[src/rtl/cfb_pkg.sv]
package cfb_pkg;

    // Width of the phase counter; ALE_CYC and PS_CYC must not exceed 2**CNT_W.
    localparam int CNT_W = 8;

    typedef enum logic [2:0] {
        PH_IDLE  = 3'd0,
        PH_IREQ  = 3'd1,  // internal read issued
        PH_ICAP  = 3'd2,  // internal data returned
        PH_ALE   = 3'd3,  // address driven, latch strobe high
        PH_AHOLD = 3'd4,  // latch strobe low, address still driven
        PH_TURN  = 3'd5,  // low port released, strobe not yet asserted
        PH_STRB  = 3'd6   // code-read strobe asserted
    } phase_e;

    typedef struct packed {
        phase_e           ph;
        logic [CNT_W-1:0] cnt;
        logic [15:0]      addr;
        logic [7:0]       data;
        logic             valid;
    } seq_state_t;

endpackage

[src/rtl/cfb_route.sv]
module cfb_route #(
    parameter int INT_AW = 12
) (
    input  logic [15:0] addr,
    input  logic        use_internal,
    output logic        go_int
);
    localparam int HI_W = 16 - INT_AW;

    generate
        if (HI_W <= 0) begin : g_full
            assign go_int = use_internal;
        end else begin : g_window
            logic [HI_W-1:0] upper;
            assign upper  = addr[15:INT_AW];
            assign go_int = use_internal && (upper == '0);
        end
    endgenerate

endmodule

[src/rtl/cfb_seq.sv]
module cfb_seq
    import cfb_pkg::*;
#(
    parameter int ALE_CYC = 2,
    parameter int PS_CYC  = 3
) (
    input  logic        clk,
    input  logic        rst_n,
    input  logic        req,
    input  logic [15:0] addr,
    input  logic        go_int,
    input  logic [7:0]  lo_in,
    input  logic [7:0]  int_data,
    output phase_e      ph,
    output logic [15:0] addr_q,
    output logic [7:0]  data_q,
    output logic        valid_q
);
    localparam logic [CNT_W-1:0] ALE_LAST = CNT_W'(ALE_CYC - 1);
    localparam logic [CNT_W-1:0] PS_LAST  = CNT_W'(PS_CYC - 1);

    seq_state_t st_q, st_d;

    always_comb begin
        st_d       = st_q;
        st_d.valid = 1'b0;
        case (st_q.ph)
            PH_IDLE: begin
                if (req) begin
                    st_d.addr = addr;
                    st_d.cnt  = '0;
                    st_d.ph   = go_int ? PH_IREQ : PH_ALE;
                end
            end
            PH_IREQ: st_d.ph = PH_ICAP;
            PH_ICAP: begin
                st_d.data  = int_data;
                st_d.valid = 1'b1;
                st_d.ph    = PH_IDLE;
            end
            PH_ALE: begin
                if (st_q.cnt == ALE_LAST) begin
                    st_d.cnt = '0;
                    st_d.ph  = PH_AHOLD;
                end else begin
                    st_d.cnt = st_q.cnt + 1'b1;
                end
            end
            PH_AHOLD: st_d.ph = PH_TURN;
            PH_TURN: begin
                st_d.cnt = '0;
                st_d.ph  = PH_STRB;
            end
            PH_STRB: begin
                if (st_q.cnt == PS_LAST) begin
                    st_d.data  = lo_in;
                    st_d.valid = 1'b1;
                    st_d.ph    = PH_IDLE;
                end else begin
                    st_d.cnt = st_q.cnt + 1'b1;
                end
            end
            default: st_d.ph = PH_IDLE;
        endcase
    end

    always_ff @(posedge clk) begin
        if (!rst_n) begin
            st_q <= '{ph: PH_IDLE, cnt: '0, addr: '0, data: '0, valid: 1'b0};
        end else begin
            st_q <= st_d;
        end
    end

    assign ph      = st_q.ph;
    assign addr_q  = st_q.addr;
    assign data_q  = st_q.data;
    assign valid_q = st_q.valid;

endmodule

[src/rtl/cfb_pins.sv]
module cfb_pins
    import cfb_pkg::*;
#(
    parameter int         INT_AW  = 12,
    parameter logic [7:0] IDLE_HI = 8'hFF
) (
    input  phase_e            ph,
    input  logic [15:0]       addr_q,
    output logic              addr_latch,
    output logic              code_rd_n,
    output logic              bus_lo_oe,
    output logic [7:0]        bus_lo_out,
    output logic [7:0]        bus_hi,
    output logic              int_rd_en,
    output logic [INT_AW-1:0] int_rd_addr
);
    logic ext_active;

    always_comb begin
        ext_active  = (ph == PH_ALE) || (ph == PH_AHOLD) ||
                      (ph == PH_TURN) || (ph == PH_STRB);
        addr_latch  = (ph == PH_ALE);
        code_rd_n   = (ph != PH_STRB);
        bus_lo_oe   = (ph == PH_ALE) || (ph == PH_AHOLD);
        bus_lo_out  = bus_lo_oe ? addr_q[7:0] : 8'hFF;
        bus_hi      = ext_active ? addr_q[15:8] : IDLE_HI;
        int_rd_en   = (ph == PH_IREQ);
        int_rd_addr = addr_q[INT_AW-1:0];
    end

endmodule

[src/rtl/codefetch_mux_bus.sv]
module codefetch_mux_bus
    import cfb_pkg::*;
#(
    parameter int         ALE_CYC = 2,
    parameter int         PS_CYC  = 3,
    parameter int         INT_AW  = 12,
    parameter logic [7:0] IDLE_HI = 8'hFF
) (
    input  logic              clk,
    input  logic              rst_n,
    input  logic              fetch_req,
    input  logic [15:0]       fetch_addr,
    input  logic              use_internal,
    output logic              fetch_busy,
    output logic              fetch_valid,
    output logic [7:0]        fetch_data,
    output logic              int_rd_en,
    output logic [INT_AW-1:0] int_rd_addr,
    input  logic [7:0]        int_rd_data,
    output logic              addr_latch,
    output logic              code_rd_n,
    output logic [7:0]        bus_lo_out,
    output logic              bus_lo_oe,
    input  logic [7:0]        bus_lo_in,
    output logic [7:0]        bus_hi
);
    logic        go_int;
    phase_e      ph;
    logic [15:0] addr_q;

    cfb_route #(.INT_AW(INT_AW)) u_route (
        .addr         (fetch_addr),
        .use_internal (use_internal),
        .go_int       (go_int)
    );

    cfb_seq #(.ALE_CYC(ALE_CYC), .PS_CYC(PS_CYC)) u_seq (
        .clk      (clk),
        .rst_n    (rst_n),
        .req      (fetch_req),
        .addr     (fetch_addr),
        .go_int   (go_int),
        .lo_in    (bus_lo_in),
        .int_data (int_rd_data),
        .ph       (ph),
        .addr_q   (addr_q),
        .data_q   (fetch_data),
        .valid_q  (fetch_valid)
    );

    cfb_pins #(.INT_AW(INT_AW), .IDLE_HI(IDLE_HI)) u_pins (
        .ph          (ph),
        .addr_q      (addr_q),
        .addr_latch  (addr_latch),
        .code_rd_n   (code_rd_n),
        .bus_lo_oe   (bus_lo_oe),
        .bus_lo_out  (bus_lo_out),
        .bus_hi      (bus_hi),
        .int_rd_en   (int_rd_en),
        .int_rd_addr (int_rd_addr)
    );

    assign fetch_busy = (ph != PH_IDLE);

endmodule

[config.mk]
export PLATFORM = sky130hd
export DESIGN_NAME = codefetch_mux_bus
export DESIGN_NICKNAME = d
export VERILOG_FILES = /design/src/rtl/cfb_pkg.sv /design/src/rtl/cfb_route.sv /design/src/rtl/cfb_seq.sv /design/src/rtl/cfb_pins.sv /design/src/rtl/codefetch_mux_bus.sv
export SDC_FILE = /design/constraint.sdc
export NUM_CORES = 1
export LEC_CHECK = 0
export CAP_MARGIN = 40
export CORE_MARGIN = 5
export CORE_UTILIZATION = 38
export CTS_BUF_LIST = sky130_fd_sc_hd__clkbuf_4 sky130_fd_sc_hd__clkbuf_8 sky130_fd_sc_hd__clkbuf_16
export DETAILED_ROUTE_END_ITERATION = 8
export PLACE_DENSITY = 0.78
export RECOVER_POWER = 50
export SLEW_MARGIN = 20
export SYNTH_ARGS = -nofsm -noshare
export SYNTH_HDL_FRONTEND = slang
export SYNTH_SLANG_ARGS = --single-unit
[constraint.sdc]
create_clock -name clk -period 3.7 [get_ports clk]
set_clock_uncertainty 0.05 [all_clocks]
set_input_delay 0.74 -clock clk [delete_from_list [all_inputs] [get_ports clk]]
set_output_delay 0.74 -clock clk [all_outputs]
set_load 0.05 [all_outputs]
# Yosys cells after proc, flatten, opt, wreduce, memory -nomap -nowiden
# Cells that the tools add are included.
classes:
  n_addsub: 1
  eq_ne: 13
  mux: 12
  n_reduce_logical: 13
ops:
  columns: ["operator", "n"]
  rows:
  - ["$mux W8", 4]
  - ["$pmux W8 S4", 1]
  - ["$mux W27", 1]
  - ["$pmux W3 S6", 1]
  - ["$pmux W9 S2", 1]
  - ["$eq A3 B3 Y1 const B", 3]
  - ["$mux W9", 1]
  - ["$add A8 B1 Y8 const B", 1]
  - ["$eq A8 B1 Y1 const B", 1]
  - ["$eq A8 B2 Y1 const B", 1]
  - ["$eq A3 B2 Y1 const B", 2]
  - ["$mux W3", 2]
  - ["$ne A2 B2 Y1 const B", 3]
  - ["$reduce_and A3 Y1", 2]
  - ["$logic_not A4 Y1", 1]
  - ["$reduce_and A2 Y1", 2]
  - ["$reduce_bool A4 Y1", 1]
  - ["$eq A3 B1 Y1 const B", 1]
  - ["$logic_not A3 Y1", 1]
  - ["$logic_or A1 B1 Y1", 3]
  - ["$ne A3 B3 Y1 const B", 1]
  - ["$reduce_bool A3 Y1", 1]
  - ["$mux W2", 1]
  - ["$ne A2 B1 Y1 const B", 1]
  - ["2 further kinds", 2]
word_totals:
  reg_bits: 36
  inputBits: 36
  output_inout_bits: 42
  word_cells: 44

# Depth between registers and ports, before layout
# Gate-level depths: netlist (run 1).
depth:
  word_depth: 5
  ltp_mapped: 7
  depth_no_buf: 6

# Cells and area by module
# Synthesis (run 1) repeated with hierarchy kept, for this count alone.
hier_totals:
  hier_cells: 273
  hier_area_um2: 2322.2
by_module_without_submodules:
  columns: ["mod", "n_inst", "cells_each", "area_per_inst_um2", "seq_area_each_um2"]
  rows:
  - ["cfb_seq", 1, 234, 2006.9, 720.7]
  - ["cfb_pins", 1, 36, 290.3, 0.0]
  - ["cfb_route", 1, 2, 18.8, 0.0]
  - ["codefetch_mux_bus", 1, 1, 6.3, 0.0]

# Least setup slack after synthesis (run 1)
# Ideal clock, no wire load.
synth_path:
  path_kind: "register -> output"
  startpoint: "register u_seq.st_q (netlist bit u_seq.ph[0])"
  endpoint: "output bus_lo_out[0]"
  t_arrival_ns: 1.951
  required_time_ns: 2.910
  slack_ns: 0.959
  stages_incl_launch_ff: 6
  path_buffers: 1
  path_cell_list: "dfxtp_1 > buf_6 > nand2_1 > nor2_1 > a21oi_1 > or2_2"
synth_between:
  elab_chain_len: 3
  elab_cells_between_ends: 4
  classes_between: "eq/ne (2); mux (1); reduce/logical (1)"
synth_lines:
  columns: ["element", "line", "source"]
  rows:
  - ["start: declaration", "cfb_seq.sv:22", "seq_state_t st_q, st_d;"]
  - ["start signal: assignment", "cfb_seq.sv:69", "st_q <= '{ph: PH_IDLE, cnt: '0, addr: '0, data: '0, valid: 1'b0};"]
  - ["start signal: assignment", "cfb_seq.sv:71", "st_q <= st_d;"]
  - ["$eq A3 B2 Y1", null, null]
  - ["via addr_latch", "codefetch_mux_bus.sv:20", "output logic addr_latch,"]
  - ["$logic_or A1 B1 Y1", "cfb_pins.sv:24", "bus_lo_oe = (ph == PH_ALE) || (ph == PH_AHOLD);"]
  - ["$mux W8", "cfb_pins.sv:25", "bus_lo_out = bus_lo_oe ? addr_q[7:0] : 8'hFF;"]
  - ["end: declaration", "codefetch_mux_bus.sv:22", "output logic [7:0] bus_lo_out,"]
# The timed path passes the listed nets, and every way through them passes these cells.

# Worst setup path after layout (run 1)
layout_path:
  startpoint: "register u_seq.st_q (netlist bit u_seq.ph[2])"
  endpoint: "output bus_lo_out[6]"
layout_between:
  elab_chain_len: 3
  elab_cells_between_ends: 4
  classes_between: "eq/ne (2); mux (1); reduce/logical (1)"
layout_lines:
  columns: ["element", "line"]
  rows:
  - ["$eq A3 B2 Y1 / $eq A3 B3 Y1 (equally long branches)", "cfb_pins.sv:24"]
  - ["$logic_or A1 B1 Y1 (*)", "cfb_pins.sv:24"]
  - ["$mux W8 (*)", "cfb_pins.sv:25"]
# Every way passes the cells marked *; elsewhere a longest branch is shown, timed or not.

==> results of run 1 <==
-- sequential cells by signal, indices dropped and copies added, names as in the netlist --
name,flops
u_seq.data_q,8
u_seq.ph,3
u_seq.st_q,8
u_seq.addr_q,16
u_seq.valid_q,1
-- cells in the mapped netlist (2+ instances only) --
cell | count | area [um^2]
nand2_1 | 36 | 135
clkbuf_1 | 7 | 26.3
nand2b_1 | 3 | 18.8
nor2_1 | 5 | 18.8
o31ai_1 | 5 | 37.5
or4_1 | 5 | 37.5
a211oi_1 | 3 | 22.5
a21oi_1 | 30 | 150
ha_1 | 3 | 37.5
and3_1 | 2 | 12.5
o21a_1 | 7 | 52.6
nor4_1 | 2 | 12.5
o21ai_0 | 6 | 30.0
dfxtp_1 | 36 | 721
nor3_1 | 2 | 10.0
inv_1 | 7 | 26.3
and2_1 | 2 | 12.5
buf_2 | 5 | 25.0
nand3_1 | 6 | 30.0
o221a_1 | 7 | 78.8
buf_4 | 20 | 150
or3_1 | 4 | 25.0
or2_2 | 16 | 100
-- cell families after synthesis --
group                      share of synthesized area
AOI/OAI and AO/OA                              0.219
xor gates and xnor gates                     0.00910
adders and majority gates                     0.0195
buffers and inverters                          0.126
DFF                                            0.374
and+or+nand+nor                                0.252
-- metal layers --
metal	global-route usage	vias to the layer above
met5	0	-
met4	0.0355	0
met3	0.0432	5
met2	0.243	46
met1	0.176	810
li1	-	909
-- final timing paths --
path / start / end / cells after the start
worst max-delay path: u_seq.ph[2] / bus_lo_out[6] / 4
worst max register to register: u_seq.st_q[26] / u_seq.st_q[32] / 5
worst min-delay path: u_seq.addr_q[15] / u_seq.addr_q[15] / 2
worst min register to register: u_seq.addr_q[15] / u_seq.addr_q[15] / 2
-- power groups by stage --
| stage | clock, mW | sequential, mW | combinational [mW] |
|---|---|---|---|
| floorplan | 0 | 0.440 | 0.248 |
| finish | 0.378 | 0.438 | 0.326 |
| detailed placement | 0 | 0.447 | 0.333 |
| global placement | 0 | 0.446 | 0.330 |
| global route | 0.405 | 0.442 | 0.345 |
| CTS | 0.384 | 0.438 | 0.334 |
-- through the flow --
stage          std cells   util  total power, mW
2_1_floorplan        237      -            0.688
3_3_place_gp         350  0.512            0.776
3_5_place_dp         350  0.512            0.780
4_1_cts              358  0.538             1.16
5_1_grt              358  0.537             1.19
6_report             358  0.537             1.14
-- area by class of cell --
class,instances,share of cell area
Multi-Input combinational cell,160,0.356
Clock inverter,1,0.0112
Sequential cell,36,0.268
Timing Repair Buffer,77,0.287
Inverter,7,0.00977
Clock buffer,7,0.0358
Tap cell,70,0.0326
-- worst max-delay path, delay by kind of cell (launching register included) --
family	cells	cell delay (ps)
buf+inv	1	800
compound gates	1	490
flops	1	690
simple gates	2	360
==> impl_metrics.yaml, run 1 <==
status:
  outcome: "finished, final reports clean"
global_route:
  overflow: 0
  grt_pass1_vias: 1577
  grt_pass1_wl_um: 7440
  grt_usage: 0.143
  grt_max_degree: 21
  antenna_found_initial: 0
final_layout:
  fill_cells: 506
  seq_area_um2: 721
  area_growth_pct: 39.7
  diodes: 0
  layout_commonest_cell: "clkdlybuf4s50_1"
  fin_area_um2: 2690
  multiInputGateArea_um2: 958
  final_cell_mix: "64 x clkdlybuf4s50_1, 36 x nand2_1, 36 x dfxtp_1"
  layout-drive-gt1-share: 0.0972
  fin_nets: 326
routing:
  wl_met1_um: 1960
  dr.pass1.iters: 4
  antenna_left: 0
  vias: 1770
  highest_layer: "met4"
  vias_per_cell: 4.94
  wl_met2_um: 2370
  met3WireLength_um: 316
  drtIter0Drc: 91
  post-route-drc-count: 0
  routed_wl_um: 4700
  wire_per_inst_um: 13.1
worst_setup_path:
  critical_path_required_ps: 2910
  slowest_stage: "clkdlybuf4s50_1"
  cp-end-kind: "output port"
  slowest_delay_ps: 800
  cp_cell_sequence: "nor2_1, a21oi_1, or2_2, clkdlybuf4s50_1"
  crit_type: "reg -> out"
  critPathLaunchType: "flop"
  cp.arrival_ps: 2630
  r2r_slack_ps: 1530
  path_max_fanout: 18
yosys:
  synthesis.area_um2: 1930
  synth.avg_cell_area_um2: 8.12
  synthCells: 237
  synth-seq-cells: 36
  synth_edf_count: 0
  synth.distinct_cells: 41
  seq_area_frac_synth: 0.374
  async_reset_ff_frac: 0
  yosys_warnings: 0
  synth_flop_cell: "dfxtp_1"
  synth_nets: 276
clock_tree:
  numCtsBuffers: 5
  htreeDepth: 2
  cts_hold_buffers: 0
  clk_pin_slew_ps: 70
  cts_tree: "yes"
  cts.path.max_buffers: 2
  clk_latency_ps: 290
  cts.sinks: 36
  clockRootBuffer: "clkbuf_8"
  cts-resized-gates: 0
  cts_setup_buffers: 0
floorplan:
  die_h_um: 81.2
  boundaryPins: 78
  dieArea_um2: 6590
  core_area_um2: 5010
  die_w_um: 81.2
  initial_utilization: 0.384
  num_rows: 26
power:
  seq_power_share: 0.383
  p_leak_nw: 0.970
  p_sw_mw: 0.364
  ir_worst_vdd_mv: 0.246
  powerDensity_nw_per_um2: 424
  combPwrFrac: 0.285
  clockPowerShare: 0.331
  p_sw_frac: 0.319
  p_int_mw: 0.777
sta:
  drv_slew: 0
  rsz0062_at_grt: "false"
  setup_violations: 0
  holdWs_ps: 404
  hold_violations: 0
  max_clock_freq_mhz: 293
  finalWorstSetupSlack_ps: 284
  max_slew.worst_pin.slew_ps: 755
  slew_headroom: 0.494
  period_share: 0.923
  fin_crit_ps: 3420
  tns_ps: 0
placed_design:
  gp_congestion: 0.785
  port_buffers: 77
  dpl_worst_slack_ps: 629
  placed_area_um2: 2570
  dp_hpwl_um: 3480
min_path:
  hold_path.class: "reg -> reg"
run:
  max-cap-violations: 0
(Power assumes the default switching activity.)
==> inputs of run 2 (changes only) <==
Settings changed: CORE_MARGIN 5 to 3.
==> run 2 against run 1 <==
Core utilization increased by 1.1 points; largest power group unchanged; cell count decreased by 1.1%; via count decreased by 1.2%; combinational power about the same; clock-buffer cell count decreased by 1; largest cell class unchanged; die area decreased by 9.6%; global-route usage increased by 1.5 points; flip-flop and latch count unchanged; critical path depth unchanged; design area decreased by 1.8%; fmax decreased by 0.97%; total power decreased by 9.5%.
==> impl_metrics.yaml, run 2 (synthesis gave the netlist of run 1 again) <==
status:
  outcome: "finished, final reports clean"
final_layout:
  largest_reg_flops: 16
  utilization: 0.548
  final_cells: 354
  multiInputGateArea_um2: 958
  area_growth_pct: 37.2
  final_cell_mix: "64 x clkdlybuf4s50_1, 36 x nand2_1, 36 x dfxtp_1"
  layout-drive-gt1-share: 0.0941
  seq_area_um2: 721
  fin_nets: 326
  layout_commonest_cell: "clkdlybuf4s50_1"
  fill_cells: 484
  fin_area_um2: 2640
  diodes: 0
global_route:
  grt_pass1_vias: 1610
  grt_usage: 0.158
  grt_max_degree: 21
  grt_pass1_wl_um: 7730
  antenna_found_initial: 0
  overflow: 0
worst_setup_path:
  cp-end-kind: "output port"
  critical_path_required_ps: 2910
  critPathLaunchType: "flop"
  crit_type: "reg -> out"
  cp.arrival_ps: 2660
  path_max_fanout: 18
  r2r_slack_ps: 1490
placed_design:
  dp_hpwl_um: 3450
  gp_congestion: 0.803
  port_buffers: 77
  dpl.cell_count: 347
  placed_area_um2: 2560
clock_tree:
  cts_hold_buffers: 0
  cts_setup_buffers: 0
  numCtsBuffers: 5
  cts-resized-gates: 0
  cts_tree: "yes"
  cts.sinks: 36
  cts.path.max_buffers: 2
  clockRootBuffer: "clkbuf_8"
  clk_latency_ps: 280
  htreeDepth: 2
  clk_pin_slew_ps: 70
sta:
  fin_crit_ps: 3450
  max_clock_freq_mhz: 290
  drv_slew: 0
  setup_violations: 0
  tns_ps: 0
  hold_violations: 0
  slew_headroom: 0.474
  rsz0062_at_grt: "false"
  max_slew.worst_pin.slew_ps: 784
  period_share: 0.932
routing:
  dr.pass1.iters: 4
  highest_layer: "met4"
  vias: 1748
  wl_met1_um: 2100
  routed_wl_um: 4670
  drtIter0Drc: 64
  met3WireLength_um: 175
  post-route-drc-count: 0
  wire_per_inst_um: 13.2
  vias_per_cell: 4.94
  wl_met2_um: 2340
  antenna_left: 0
power:
  ir_worst_vdd_mv: 0.161
  p_sw_frac: 0.346
  clockPowerShare: 0.260
  combPwrFrac: 0.317
  powerDensity_nw_per_um2: 391
  p_sw_mw: 0.357
  p_int_mw: 0.675
  p_leak_nw: 0.950
  seq_power_share: 0.423
floorplan:
  initial_utilization: 0.400
  dieArea_um2: 5960
  num_rows: 25
  boundaryPins: 78
  core_area_um2: 4820
  die_h_um: 77.2
  die_w_um: 77.2
run:
  max-cap-violations: 0
min_path:
  hold_path.class: "reg -> reg"
## run 2: worst paths after layout
kind | from | end | cells after the start
worst max-delay path | u_seq.ph[2] | bus_lo_out[1] | 4
worst max register to register | u_seq.st_q[26] | u_seq.st_q[32] | 5
worst min register to register | u_seq.addr_q[12] | u_seq.addr_q[12] | 2
worst min-delay path | u_seq.addr_q[12] | u_seq.addr_q[12] | 2
## run 2: routing by layer
| metal | up-vias | global-route usage |
|---|---|---|
| met5 | - | 0 |
| met4 | 0 | 0.0552 |
| met3 | 6 | 0.0387 |
| met2 | 38 | 0.269 |
| met1 | 790 | 0.191 |
| li1 | 914 | - |
## run 2: cell type report
cell class	count	share of cell area
well taps	67	0.0317
repair buffers	77	0.292
multi-input cells	160	0.363
clock buffers	6	0.0289
inverters	7	0.00995
clock inverters	1	0.00189
flip-flops and latches	36	0.273
## run 2: per-stage QoR
| stage | hold slack, ps | worst slack [ps] | power [mW] |
|---|---|---|---|
| floorplan | 382 | 959 | 0.688 |
| global placement | 387 | 648 | 0.775 |
| detailed placement | 398 | 566 | 0.780 |
| CTS | 408 | 243 | 1.05 |
| global route | 432 | 91.3 | 1.08 |
| finish | 406 | 250 | 1.03 |
## run 2: critical path: stages (launching register included)
cell and delay [ps]:
dfxtp_1 690, nor2_1 160, a21oi_1 510, or2_2 220, clkdlybuf4s50_1 800
## run 2: power by group through the flow
stage / clock network [mW] / registers, mW / logic [mW]
4_1_cts: 0.276 / 0.438 / 0.334
6_report: 0.268 / 0.437 / 0.327
5_1_grt: 0.291 / 0.442 / 0.348
3_5_place_dp: 0 / 0.447 / 0.333
3_3_place_gp: 0 / 0.445 / 0.329
2_1_floorplan: 0 / 0.440 / 0.248
